$ cat src/rtl/gud_pkg.sv
// Shared types for the sample unpack decimator.
// Assumes a quarter-turn carrier, so four rotation phases.
package gud_pkg;
    typedef enum logic [1:0] {
        ROT_0   = 2'd0,
        ROT_90  = 2'd1,
        ROT_180 = 2'd2,
        ROT_270 = 2'd3
    } rot_e;
endpackage

$ cat src/rtl/gud_rotate.sv
// Decodes sign-magnitude I/Q codes and applies the carrier rotation
// for the current phase. Purely combinational.
// Assumes IN_W >= 2: the top bit is the sign, the low bits hold the
// magnitude index m, and the level is 2m+1.
module gud_rotate
    import gud_pkg::*;
#(
    parameter int IN_W  = 2,
    parameter int VAL_W = IN_W + 1
) (
    input  logic [IN_W-1:0]         code_i,
    input  logic [IN_W-1:0]         code_q,
    input  rot_e                    phase,
    output logic signed [VAL_W-1:0] rot_i,
    output logic signed [VAL_W-1:0] rot_q
);
    logic signed [VAL_W-1:0] lvl_i;
    logic signed [VAL_W-1:0] lvl_q;

    // Map a sign-magnitude code onto its odd signed level.
    function automatic logic signed [VAL_W-1:0] decode(input logic [IN_W-1:0] c);
        logic signed [VAL_W-1:0] mag;
        mag = VAL_W'({c[IN_W-2:0], 1'b1});
        return c[IN_W-1] ? -mag : mag;
    endfunction

    // Decode both components.
    always_comb begin
        lvl_i = decode(code_i);
        lvl_q = decode(code_q);
    end

    // Rotate by the phase using swaps and negations only.
    always_comb begin
        unique case (phase)
            ROT_0:   begin rot_i =  lvl_i; rot_q =  lvl_q; end
            ROT_90:  begin rot_i = -lvl_q; rot_q =  lvl_i; end
            ROT_180: begin rot_i = -lvl_i; rot_q = -lvl_q; end
            default: begin rot_i =  lvl_q; rot_q = -lvl_i; end
        endcase
    end
endmodule

$ cat src/rtl/gud_seq.sv
// Tracks the carrier rotation phase and the position inside the
// decimation group. Both advance only on accepted samples.
// Assumes DEC >= 2.
module gud_seq
    import gud_pkg::*;
#(
    parameter int DEC   = 4,
    localparam int POS_W = $clog2(DEC)
) (
    input  logic clk,
    input  logic rst_n,
    input  logic take,
    output rot_e phase,
    output logic last
);
    logic [POS_W-1:0] pos;
    logic [1:0]       ph;

    assign phase = rot_e'(ph);
    assign last  = (pos == POS_W'(DEC - 1));

    // Advance the group position, wrapping after DEC samples.
    always_ff @(posedge clk) begin
        if (!rst_n)
            pos <= '0;
        else if (take)
            pos <= last ? '0 : pos + 1'b1;
    end

    // Advance the rotation phase a quarter turn per accepted sample.
    always_ff @(posedge clk) begin
        if (!rst_n)
            ph <= 2'd0;
        else if (take)
            ph <= ph + 2'd1;
    end
endmodule

$ cat src/rtl/gud_accum.sv
// Sums DEC rotated samples per lane (I and Q). At the group's last
// sample it emits a saturated OUT_W-bit word with a one-cycle valid.
// Assumes the accumulator width covers DEC times the largest level.
module gud_accum #(
    parameter int VAL_W = 3,
    parameter int DEC   = 4,
    parameter int OUT_W = 4,
    localparam int ACC_W = VAL_W + $clog2(DEC)
) (
    input  logic                    clk,
    input  logic                    rst_n,
    input  logic                    take,
    input  logic                    last,
    input  logic signed [VAL_W-1:0] val_i,
    input  logic signed [VAL_W-1:0] val_q,
    output logic                    out_vld,
    output logic [OUT_W-1:0]        out_i,
    output logic [OUT_W-1:0]        out_q
);
    localparam logic signed [ACC_W-1:0] LIM = ACC_W'(2 ** (OUT_W - 1) - 1);

    logic signed [VAL_W-1:0] val [2];
    logic [OUT_W-1:0]        res [2];

    assign val[0] = val_i;
    assign val[1] = val_q;
    assign out_i  = res[0];
    assign out_q  = res[1];

    // Clamp a sum into the symmetric output range.
    function automatic logic [OUT_W-1:0] clamp(input logic signed [ACC_W-1:0] s);
        if (s > LIM)
            return LIM[OUT_W-1:0];
        else if (s < -LIM)
            return -LIM[OUT_W-1:0];
        else
            return s[OUT_W-1:0];
    endfunction

    for (genvar ln = 0; ln < 2; ln++) begin : g_lane
        logic signed [ACC_W-1:0] acc;
        logic signed [ACC_W-1:0] nxt;

        // Running sum including the current sample.
        assign nxt = acc + ACC_W'(val[ln]);

        // Accumulate, then dump and clear at the group end.
        always_ff @(posedge clk) begin
            if (!rst_n) begin
                acc     <= '0;
                res[ln] <= '0;
            end else if (take) begin
                if (last) begin
                    acc     <= '0;
                    res[ln] <= clamp(nxt);
                end else begin
                    acc <= nxt;
                end
            end
        end
    end

    // One-cycle valid pulse for each completed group.
    always_ff @(posedge clk) begin
        if (!rst_n)
            out_vld <= 1'b0;
        else
            out_vld <= take && last;
    end
endmodule

$ cat src/rtl/gud_ms.sv
// Counts emitted words and raises a tick in step with every
// MS_OUTS-th word.
// Assumes emit is the pre-register strobe that becomes out_vld.
module gud_ms #(
    parameter int MS_OUTS = 4092,
    localparam int CNT_W  = $clog2(MS_OUTS)
) (
    input  logic clk,
    input  logic rst_n,
    input  logic emit,
    output logic tick
);
    logic [CNT_W-1:0] cnt;
    logic             wrap;

    assign wrap = (cnt == CNT_W'(MS_OUTS - 1));

    // Frame counter over emitted words.
    always_ff @(posedge clk) begin
        if (!rst_n)
            cnt <= '0;
        else if (emit)
            cnt <= wrap ? '0 : cnt + 1'b1;
    end

    // Tick register, aligned with the output valid.
    always_ff @(posedge clk) begin
        if (!rst_n)
            tick <= 1'b0;
        else
            tick <= emit && wrap;
    end
endmodule

$ cat src/rtl/gnss_unpack_dec.sv
// Top level of the sample unpack decimator: decode and rotate, then
// a four-sample sum, plus a millisecond frame tick.
// Assumes a synchronous active-low reset and inputs that are stable
// around the rising edge.
module gnss_unpack_dec
    import gud_pkg::*;
#(
    parameter int IN_W    = 2,
    parameter int DEC     = 4,
    parameter int OUT_W   = 4,
    parameter int MS_OUTS = 4092
) (
    input  logic             clk,
    input  logic             rst_n,
    input  logic             in_vld,
    input  logic [IN_W-1:0]  in_i,
    input  logic [IN_W-1:0]  in_q,
    output logic             out_vld,
    output logic [OUT_W-1:0] out_i,
    output logic [OUT_W-1:0] out_q,
    output logic             ms_tick
);
    localparam int VAL_W = IN_W + 1;

    rot_e                    phase;
    logic                    last;
    logic signed [VAL_W-1:0] rot_i;
    logic signed [VAL_W-1:0] rot_q;

    gud_seq #(.DEC(DEC)) u_seq (
        .clk   (clk),
        .rst_n (rst_n),
        .take  (in_vld),
        .phase (phase),
        .last  (last)
    );

    gud_rotate #(.IN_W(IN_W), .VAL_W(VAL_W)) u_rot (
        .code_i (in_i),
        .code_q (in_q),
        .phase  (phase),
        .rot_i  (rot_i),
        .rot_q  (rot_q)
    );

    gud_accum #(.VAL_W(VAL_W), .DEC(DEC), .OUT_W(OUT_W)) u_acc (
        .clk     (clk),
        .rst_n   (rst_n),
        .take    (in_vld),
        .last    (last),
        .val_i   (rot_i),
        .val_q   (rot_q),
        .out_vld (out_vld),
        .out_i   (out_i),
        .out_q   (out_q)
    );

    gud_ms #(.MS_OUTS(MS_OUTS)) u_ms (
        .clk   (clk),
        .rst_n (rst_n),
        .emit  (in_vld && last),
        .tick  (ms_tick)
    );
endmodule

$ cat config.mk
export PLATFORM = sky130hd
export DESIGN_NAME = gnss_unpack_dec
export DESIGN_NICKNAME = d
export VERILOG_FILES = /design/src/rtl/gud_pkg.sv /design/src/rtl/gud_rotate.sv /design/src/rtl/gud_seq.sv /design/src/rtl/gud_accum.sv /design/src/rtl/gud_ms.sv /design/src/rtl/gnss_unpack_dec.sv
export SDC_FILE = /design/constraint.sdc
export NUM_CORES = 1
export LEC_CHECK = 0
export CAP_MARGIN = 20
export CORE_UTILIZATION = 57
export CTS_CLUSTER_DIAMETER = 30
export DETAILED_ROUTE_END_ITERATION = 7
export GPL_TIMING_DRIVEN = 0
export PLACE_DENSITY = 0.91
export SLEW_MARGIN = 25
export SYNTH_ARGS = -nofsm -noshare
export SYNTH_HDL_FRONTEND = slang
export SYNTH_SLANG_ARGS = --single-unit
$ cat constraint.sdc
create_clock -name clk -period 3.8 [get_ports clk]
set_input_delay 0.38 -clock clk [delete_from_list [all_inputs] [get_ports clk]]
set_output_delay 0.38 -clock clk [all_outputs]
set_load 0.01 [all_outputs]
Yosys cells after proc, flatten, opt, wreduce, memory -nomap -nowiden
Memories as Yosys holds them, arrays and structs flattened.
Cells that the tools add are included.
{"block": "word_totals", "mem_bits_rw": 8, "mem_count": 1, "register_bits": 28, "elab_cells": 55, "out_inout_bits": 10, "in_bits": 7}
{"memory": "u_acc.res", "depth": 2, "word_bits": 4, "rd": 2, "rd_clocked_by_memory_dff": 0, "wr": 2, "line_no": "gud_accum.sv:23", "rtl": "logic [OUT_W-1:0] res [2];"}
{"block": "op_classes", "addsub": 9, "n_reduce_logical": 3, "mux": 25, "n_bitwise": 2, "n_lt_le_gt_ge": 4, "n_eq_ne": 4}
{"operator": "$mux 4", "count": 12}
{"operator": "$pmux 3 s3", "count": 2}
{"operator": "$add 12x1->12 const B", "count": 1}
{"operator": "$eq 12x12->1 const B", "count": 1}
{"operator": "$mux 12", "count": 1}
{"operator": "$add 5x3->5", "count": 2}
{"operator": "$gt 5x4->1 const B", "count": 2}
{"operator": "$lt 5x4->1 const B", "count": 2}
{"operator": "$mux 5", "count": 2}
{"operator": "$mux 3", "count": 2}
{"operator": "$neg 2->3", "count": 2}
{"operator": "$neg 3->3", "count": 2}
{"operator": "$mux 1", "count": 5}
{"operator": "$add 2x1->2 const B", "count": 2}
{"operator": "$eq 2x2->1 const B", "count": 2}
{"operator": "$eq 2x1->1 const B", "count": 1}
{"operator": "$logic_and 1x1->1", "count": 2}
{"operator": "$logic_not 2->1", "count": 1}
{"operator": "$mux 2", "count": 1}
{"operator": "$or 1x1->1", "count": 2}

Logic depth before layout (Yosys ltp)
Gate-level depths: netlist of run 1.
{"block": "logic_depth", "ltp_word": 12, "ltp_mapped": 12, "ltp_nobuf": 12}

Cells and area by module
A second synthesis of run 1 with hierarchy kept.
{"block": "hier_totals", "cells_unflattened": 223, "area_unflattened_um2": 2138.3}
{"mod": "gud_accum", "area_per_inst_um2": 1152.4, "cells_per_inst": 122, "instances": 1, "seq_area_each_um2": 460.4}
{"mod": "gud_ms", "area_per_inst_um2": 678.2, "cells_per_inst": 67, "instances": 1, "seq_area_each_um2": 260.2}
{"mod": "gud_seq", "area_per_inst_um2": 173.9, "cells_per_inst": 16, "instances": 1, "seq_area_each_um2": 80.1}
{"mod": "gud_rotate", "area_per_inst_um2": 127.6, "cells_per_inst": 17, "instances": 1, "seq_area_each_um2": 0.0}
{"mod": "gnss_unpack_dec", "area_per_inst_um2": 6.3, "cells_per_inst": 1, "instances": 1, "seq_area_each_um2": 0.0}

Worst setup path after synthesis of run 1
No wires, ideal clock.
{"block": "synth_timing", "path_kind": "reg2reg", "start": "reg u_seq.ph[0] (netlist: u_seq.phase[0])", "end": "mem u_acc.res[0][1], data pin", "arrival_ns": 2.667, "setup_time_ns": 0.273, "n_path_buf": 0, "stages_incl_launch_ff": 12, "required_ns": 3.527, "synth_period_minus_slack_ns": 2.940, "slack_ns": 0.860, "path_cell_list": "dfxtp_1 -> inv_1 -> ha_1 -> mux2_2 -> a211oi_1 -> a21oi_1 -> fa_1 -> and3_1 -> a211oi_1 -> xnor3_1 -> o21ba_2 -> a211oi_1"}
{"item": "start: declaration", "line_no": "gud_seq.sv:17", "rtl": "logic [1:0] ph;"}
{"item": "start signal: assignment", "line_no": "gud_seq.sv:35", "rtl": "ph <= ph + 2'd1;"}
{"item": "end: declaration", "line_no": "gud_accum.sv:23"}

==> results of run 1 <==
==> cells in the mapped netlist, types with 2 or more instances <==
library cell / count / area [sq um]
nand2b_1: 4 / 25.0
nand3b_1: 2 / 15.0
clkbuf_1: 6 / 22.5
a21oi_1: 8 / 40.0
and3_1: 4 / 25.0
o2bb2ai_1: 2 / 17.5
xor2_1: 11 / 96.3
fa_1: 2 / 40.0
and2_1: 3 / 18.8
nor2_1: 32 / 120
o31ai_1: 3 / 22.5
nand3_1: 13 / 65.1
nor3_1: 3 / 15.0
a2bb2oi_1: 2 / 17.5
mux2i_1: 4 / 40.0
ha_1: 16 / 200
edfxtp_1: 8 / 240
dfxtp_1: 28 / 561
a31oi_4: 2 / 42.5
a31oi_1: 2 / 12.5
nand2_1: 9 / 33.8
inv_1: 14 / 52.6
o21bai_1: 2 / 15.0
xnor2_1: 12 / 105
or3_1: 2 / 12.5
a211oi_1: 4 / 30.0
==> cell type report <==
class                   count  area [sq um]
repair buffers             15           150
plain buffers               6          22.5
well taps                  46          57.6
fillers                   227          1050
multi-input cells         159          1180
inverters                  14          52.6
clock inverters             2          35.0
clock buffers               6          41.3
flip-flops and latches     36           801
==> registers in the layout (all words and copies together) (netlist names) <==
signal	flops
u_acc.g_lane.acc	10
u_acc.out_vld	1
u_acc.res	8
u_ms.cnt	12
u_ms.tick	1
u_seq.phase	2
u_seq.pos	2
==> logic make-up after synthesis <==
group                    share of synthesized area
AO/OA/AOI/OAI                                0.131
XOR/XNOR                                     0.120
adder cells (fa/ha/maj)                      0.117
buffers and inverters                       0.0365
flip-flops                                   0.389
multiplexers                                0.0249
AND/OR/NAND/NOR                              0.181
==> per-layer routing <==
layer | track usage | wire [microns] | part of all wire | vias to the layer above
met5 | 0 | 0 | 0 | -
met4 | 0.0794 | 68 | 0.020 | 0
met3 | 0.0538 | 165 | 0.048 | 8
met2 | 0.339 | 1660 | 0.48 | 42
met1 | 0.244 | 1570 | 0.45 | 718
li1 | - | - | - | 789
==> through the flow <==
| stage | util | power, mW | instances | setup WS (ns) |
|---|---|---|---|---|
| global route | 0.691 | 1.17 | 284 | 0.220 |
| floorplan | - | 0.757 | 215 | 0.860 |
| global placement | 0.669 | 0.824 | 276 | 0.104 |
| detailed placement | 0.669 | 0.837 | 276 | 0.0438 |
| finish | 0.691 | 1.10 | 284 | 0.379 |
| CTS | 0.691 | 1.10 | 284 | 0.394 |
==> worst reg2reg max path, cell delays in order, from the launching register on <==
cell and delay [ns]:
dfxtp_1 0.43, inv_1 0.09, ha_1 0.24, mux2_2 0.27
a211oi_1 0.20, a21oi_1 0.09, fa_1 0.44, and3_1 0.19
a211oi_1 0.35, xnor3_1 0.30, o21ai_0 0.19, a31oi_1 0.16
==> power groups by stage <==
stage	sequential, mW	clock, mW	combinational [mW]
finish	0.444	0.265	0.390
global route	0.449	0.286	0.434
CTS	0.444	0.269	0.386
detailed placement	0.453	0	0.384
global placement	0.450	0	0.374
floorplan	0.449	0	0.308
==> worst max path at each step <==
stage	cells after the start	slack, ns	to	startpoint
after CTS	11	0.39	u_acc.res[0][0]	in_i[1]
after detailed placement	11	0.04	u_acc.res[0][0]	in_i[1]
final	11	0.38	u_acc.res[0][0]	in_i[1]
after global placement	11	0.10	u_acc.res[0][0]	in_i[1]
after floorplan	10	0.86	u_acc.res[0][1]	in_i[1]
after global routing	11	0.22	u_acc.res[0][0]	in_i[1]
==> reports/summary.txt, run 1 <==
Post-DP Area - 2270 sq um
CORE AREA - 3390 sq um
Worst hold-check path type - register to register
RR Startpoint - u_seq.phase[0]
Initial antenna violation count - 0
H-tree levels - 2
Port buffer count - 15
Crit path launch type - input pin
Reg clk slew, reported paths - 0.12 ns
Final Hold Viols - 0
Post-synthesis sequential area ratio - 0.389
Reg-to-reg slack, setup - 0.60 ns
Critical path arrival - 3.51 ns
Ant. Diodes - 0
Top Ports - 17
Cell variety after synth - 43
1st-pass router iterations - 4
Ys Warns - 0
CTS Sinks - 36
Nets - 262
Cell Int Power - 0.734 mW
CP top delay family - compound AO/OA/AOI/OAI gates
Asr flop ratio synth - 0
Sw frac - 0.332
Clock Latency Late Sink - 0.34 ns
Reg2reg end - u_acc.res[0][0]
Largest net degree at the start of global routing - 12
# DRC - 0
CP required - 3.88 ns
Final ANT Viol Nets - 0
Hold-fix buffers, CTS - 0
CTS resizes - 0
Crit path max fanout - 4
Reg2Reg Depth - 11
Design area - 2340 sq um
Syn_area_per_cell - 9.57 sq um
Chip height - 62.1 microns
First-pass GRT wire length - 5670 microns
CP max stage cell - clkdlybuf4s50_1
Final setup fails - 0
GPL Wtd Cong - 0.863
Vias in the first global route - 1373
RSZ-0062 raised after global routing - no
Hold WS - 0.494 ns
TNS Setup - 0 ns
Most frequent cells in the layout - nor2_1 (32), dfxtp_1 (28), ha_1 (16)
Syn Nets - 240
GRT Util Overall - 0.201
HPWL Detailed - 2630 microns
Root Driver - clkbuf_4
DRT iter0 DRCs - 99
Hold path startpoint - u_ms.cnt[1]
Die width - 62.1 microns
Vias - 1557
DRT Wirelength - 3460 microns
Starting Density - 0.607
Clock Power Share - 0.241
Period minus WS final - 3.42 ns
Max Freq - 292 MHz
Vias per inst - 5.48
Layout overhead on the synthesized area - 13.8%
Cell repeated most along the worst path - a211oi_1
Commonest non-fill, non-tap cell in the layout - nor2_1
Worst-case vdd ir drop - 0.000261 V
MaxCap Viol Count - 0
Hold Path End - u_ms.cnt[1]
Critical path class - input pin to register
Cell area after synthesis - 2060 sq um
Clock Skew - 0.0158 ns
Status - completed
GR Overflow Total - 0
Seq cells post-synth - 36
Pwr/cell area - 469 nW/um^2
Wire per inst - 12.2 microns
Leak - 0.950 nW
CP Cell Sequence - clkdlybuf4s50_1, xor2_1, mux2_2, a211oi_1, a21oi_1, fa_1, and3_1, a211oi_1, xnor3_1, o21ai_0, a31oi_1
CP Capture Type - register
Sequential share of power - 0.404
Count of flip-flops with a built-in enable after synthesis - 8
Cells on Worst Hold Path - 2
Buf/Inv on CP - 1
Share of cells above drive strength 1 - 0.0588
Bufs on Longest Clock Path - 2
Tcrit/Tclk final - 0.900
Synth Flop Type - dfxtp_1
CTS Buf Count - 5
Switching pwr - 0.364 mW
Postcts setup bufs - 0
Slew Limit Fails - 0
Slowest stage delay, CP - 0.55 ns
Row count - 21
Logic pwr share - 0.355
Die area - 3860 sq um
Actual slew at the worst max-slew pin - 0.524 ns
Gate Count Post-Synth - 215
CTS tree - built
Worst relative slew slack - 0.651
Power figures use the tool's default switching activity.
==> run 2: changes to the inputs <==
clock period = 3.6 ns   (was 3.8 ns; I/O delays follow)
==> results of run 2 <==
The final DEF is identical to that of run 1. Status: completed.
Main changes from that run: setup slack after placement 0.0438 ns -> -0.136 ns; setup slack after layout 0.379 ns -> 0.199 ns; register-to-register setup slack 0.60 ns -> 0.40 ns; total power 1.10 mW -> 1.16 mW; worst IR drop on VDD 0.000261 V -> 0.000276 V
==> run 3: changes to the inputs <==
PLACE_DENSITY = 0.79   (was 0.91)
==> run 3 against run 2 <==
Count of clock-buffer cells in the layout increased by 1. First-iteration DRC count decreased by 24%. Critical path depth unchanged. Maximum frequency increased by 1.5%. Clock skew decreased by 0.0061 ns. Final cell count unchanged.
==> reports/summary.txt, run 3 (synthesized netlist as in run 1, its figures left out) <==
Leak - 0.939 nW (-1.1%)
Worst hold-check path type - register to register
Critical path class - input pin to register
Status - completed
Share of cells above drive strength 1 - 0.0630 (+0.00420)
Crit path launch type - input pin
Clock Latency Late Sink - 0.34 ns (about the same)
Reg-to-reg slack, setup - 0.38 ns
RR Startpoint - u_seq.phase[0]
# DRC - 0 (unchanged)
Clock Skew - 0.00971 ns (-0.00606 ns)
Die width - 62.1 microns (unchanged)
CP Capture Type - register
Final core utilization - 0.687 (-0.00406)
Hold-fix buffers, CTS - 0 (unchanged)
Max Freq - 299 MHz
Slowest stage delay, CP - 0.59 ns (+0.04 ns)
CP Cell Sequence - clkdlybuf4s50_1, xor2_2, mux2_2, a211oi_1, a21oi_1, fa_1, and3_1, a211oi_2, xnor3_1, o21ai_0, a31oi_1
Fill cell count - 267 (+18%)
Commonest non-fill, non-tap cell in the layout - nor2_1
Pwr/cell area - 470 nW/um^2
Final setup fails - 0 (unchanged)
HPWL Detailed - 2870 microns (+9.0%)
Worst-case vdd ir drop - 0.000217 V
Largest net degree at the start of global routing - 12 (unchanged)
CTS tree - built
Post-Place Cells - 276 (unchanged)
Initial antenna violation count - 0 (unchanged)
CP max stage cell - clkdlybuf4s50_1
Most flops, register - u_ms.cnt
Layout overhead on the synthesized area - 13.1%
CTS Sinks - 36 (unchanged)
Slew Limit Fails - 0 (unchanged)
Chip height - 62.1 microns (unchanged)
Starting Density - 0.607 (unchanged)
DRT iter0 DRCs - 75 (-24%)
CORE AREA - 3390 sq um (unchanged)
1st-pass router iterations - 4 (unchanged)
GPL Wtd Cong - 0.816 (-5.4%)
Vias in the first global route - 1428 (+4.0%)
Cells on Worst Hold Path - 2 (unchanged)
Crit path max fanout - 4 (unchanged)
First-pass GRT wire length - 6150 microns (+8.4%)
Reg2Reg Depth - 11 (unchanged)
Layout Cells excl Fill - 284 (unchanged)
Vias - 1550 (-0.45%)
CP top delay family - compound AO/OA/AOI/OAI gates
Wire per inst - 13.1 microns (+7.8%)
Reg2reg end - u_acc.res[0][0]
Worst relative slew slack - 0.579 (-0.0717)
Vias per inst - 5.46 (-0.45%)
Largest register FFs - 12 (unchanged)
Ant. Diodes - 0 (unchanged)
Hold Path End - u_ms.cnt[1]
Port buffer count - 15 (unchanged)
Critical path arrival - 3.44 ns
Row count - 21 (unchanged)
Actual slew at the worst max-slew pin - 0.631 ns (+0.107 ns)
CTS Buf Count - 5 (unchanged)
Nets - 262 (unchanged)
Root Driver - clkbuf_4
Reg clk slew, reported paths - 0.11 ns (about the same)
Most frequent cells in the layout - nor2_1 (32), dfxtp_1 (28), ha_1 (16)
Tcrit/Tclk final - 0.931
Final Hold Viols - 0 (unchanged)
GR Overflow Total - 0 (unchanged)
Die area - 3860 sq um (unchanged)
Bufs on Longest Clock Path - 2 (unchanged)
DRT Wirelength - 3730 microns (+7.8%)
Period minus WS final - 3.35 ns
Top flop regs - u_ms.cnt: 12 flops, u_acc.g_lane.acc: 10 flops, u_acc.res: 8 flops
CP required - 3.69 ns
Crit path from - in_i[1]
MaxCap Viol Count - 0 (unchanged)
GRT Util Overall - 0.224 (+0.0226)
Hold path startpoint - u_ms.cnt[1]
Buf/Inv on CP - 1 (unchanged)
H-tree levels - 2 (unchanged)
Final ANT Viol Nets - 0 (unchanged)
TNS Setup - 0 ns (unchanged)
Top Ports - 17 (unchanged)
RSZ-0062 raised after global routing - no
run 3: area by class of cell:
class,instances,area (sq um),share of cell area
Buffer,6,22.5,0.00967
Inverter,14,52.6,0.0226
Timing Repair Buffer,15,150,0.0645
Tap cell,46,57.6,0.0247
Multi-Input combinational cell,159,1190,0.513
Clock buffer,7,45.0,0.0193
Clock inverter,1,5.00,0.00215
Sequential cell,36,801,0.344
run 3: tightest hold or removal path, cell delays in order, from the launching register on:
cell	delay (ns)
dfxtp_1	0.34
nand2_1	0.06
a21oi_1	0.05
run 3: where the power goes:
group / total (mW) / switching [mW] / internal [mW]
sequential: 0.469 / 0.0255 / 0.444
clock: 0.207 / 0.131 / 0.0761
combinational: 0.418 / 0.230 / 0.188
run 3: routing by layer:
layer  track usage  wire length, microns  share of wire
met1         0.256                  1660           0.45
met5             0                     0              0
met4         0.114                    82          0.022
met3        0.0704                   126          0.034
met2         0.375                  1860           0.50
run 3: metrics by stage:
stage	area [sq um]	total power, mW	hold WS [ns]	worst slack (ns)
floorplan	2060	0.799	0.454	0.660
global placement	2270	0.874	0.464	-0.164
detailed placement	2270	0.890	0.471	-0.280
CTS	2320	1.09	0.486	0.0677
global route	2330	1.17	0.510	0.0763
finish	2330	1.09	0.488	0.250
run 3: worst max path at each step:
stage	cells past startpoint	to
floorplan	11	u_acc.res[0][1]
global placement	11	u_acc.res[0][1]
detailed placement	11	u_acc.res[0][2]
CTS	11	u_acc.res[0][2]
global route	11	u_acc.res[0][0]
finish	11	u_acc.res[0][0]
run 3: timing repair:
item	CTS	global route
buffers inserted	0	0
setup endpoints to repair	0	4
resized for setup	0	2
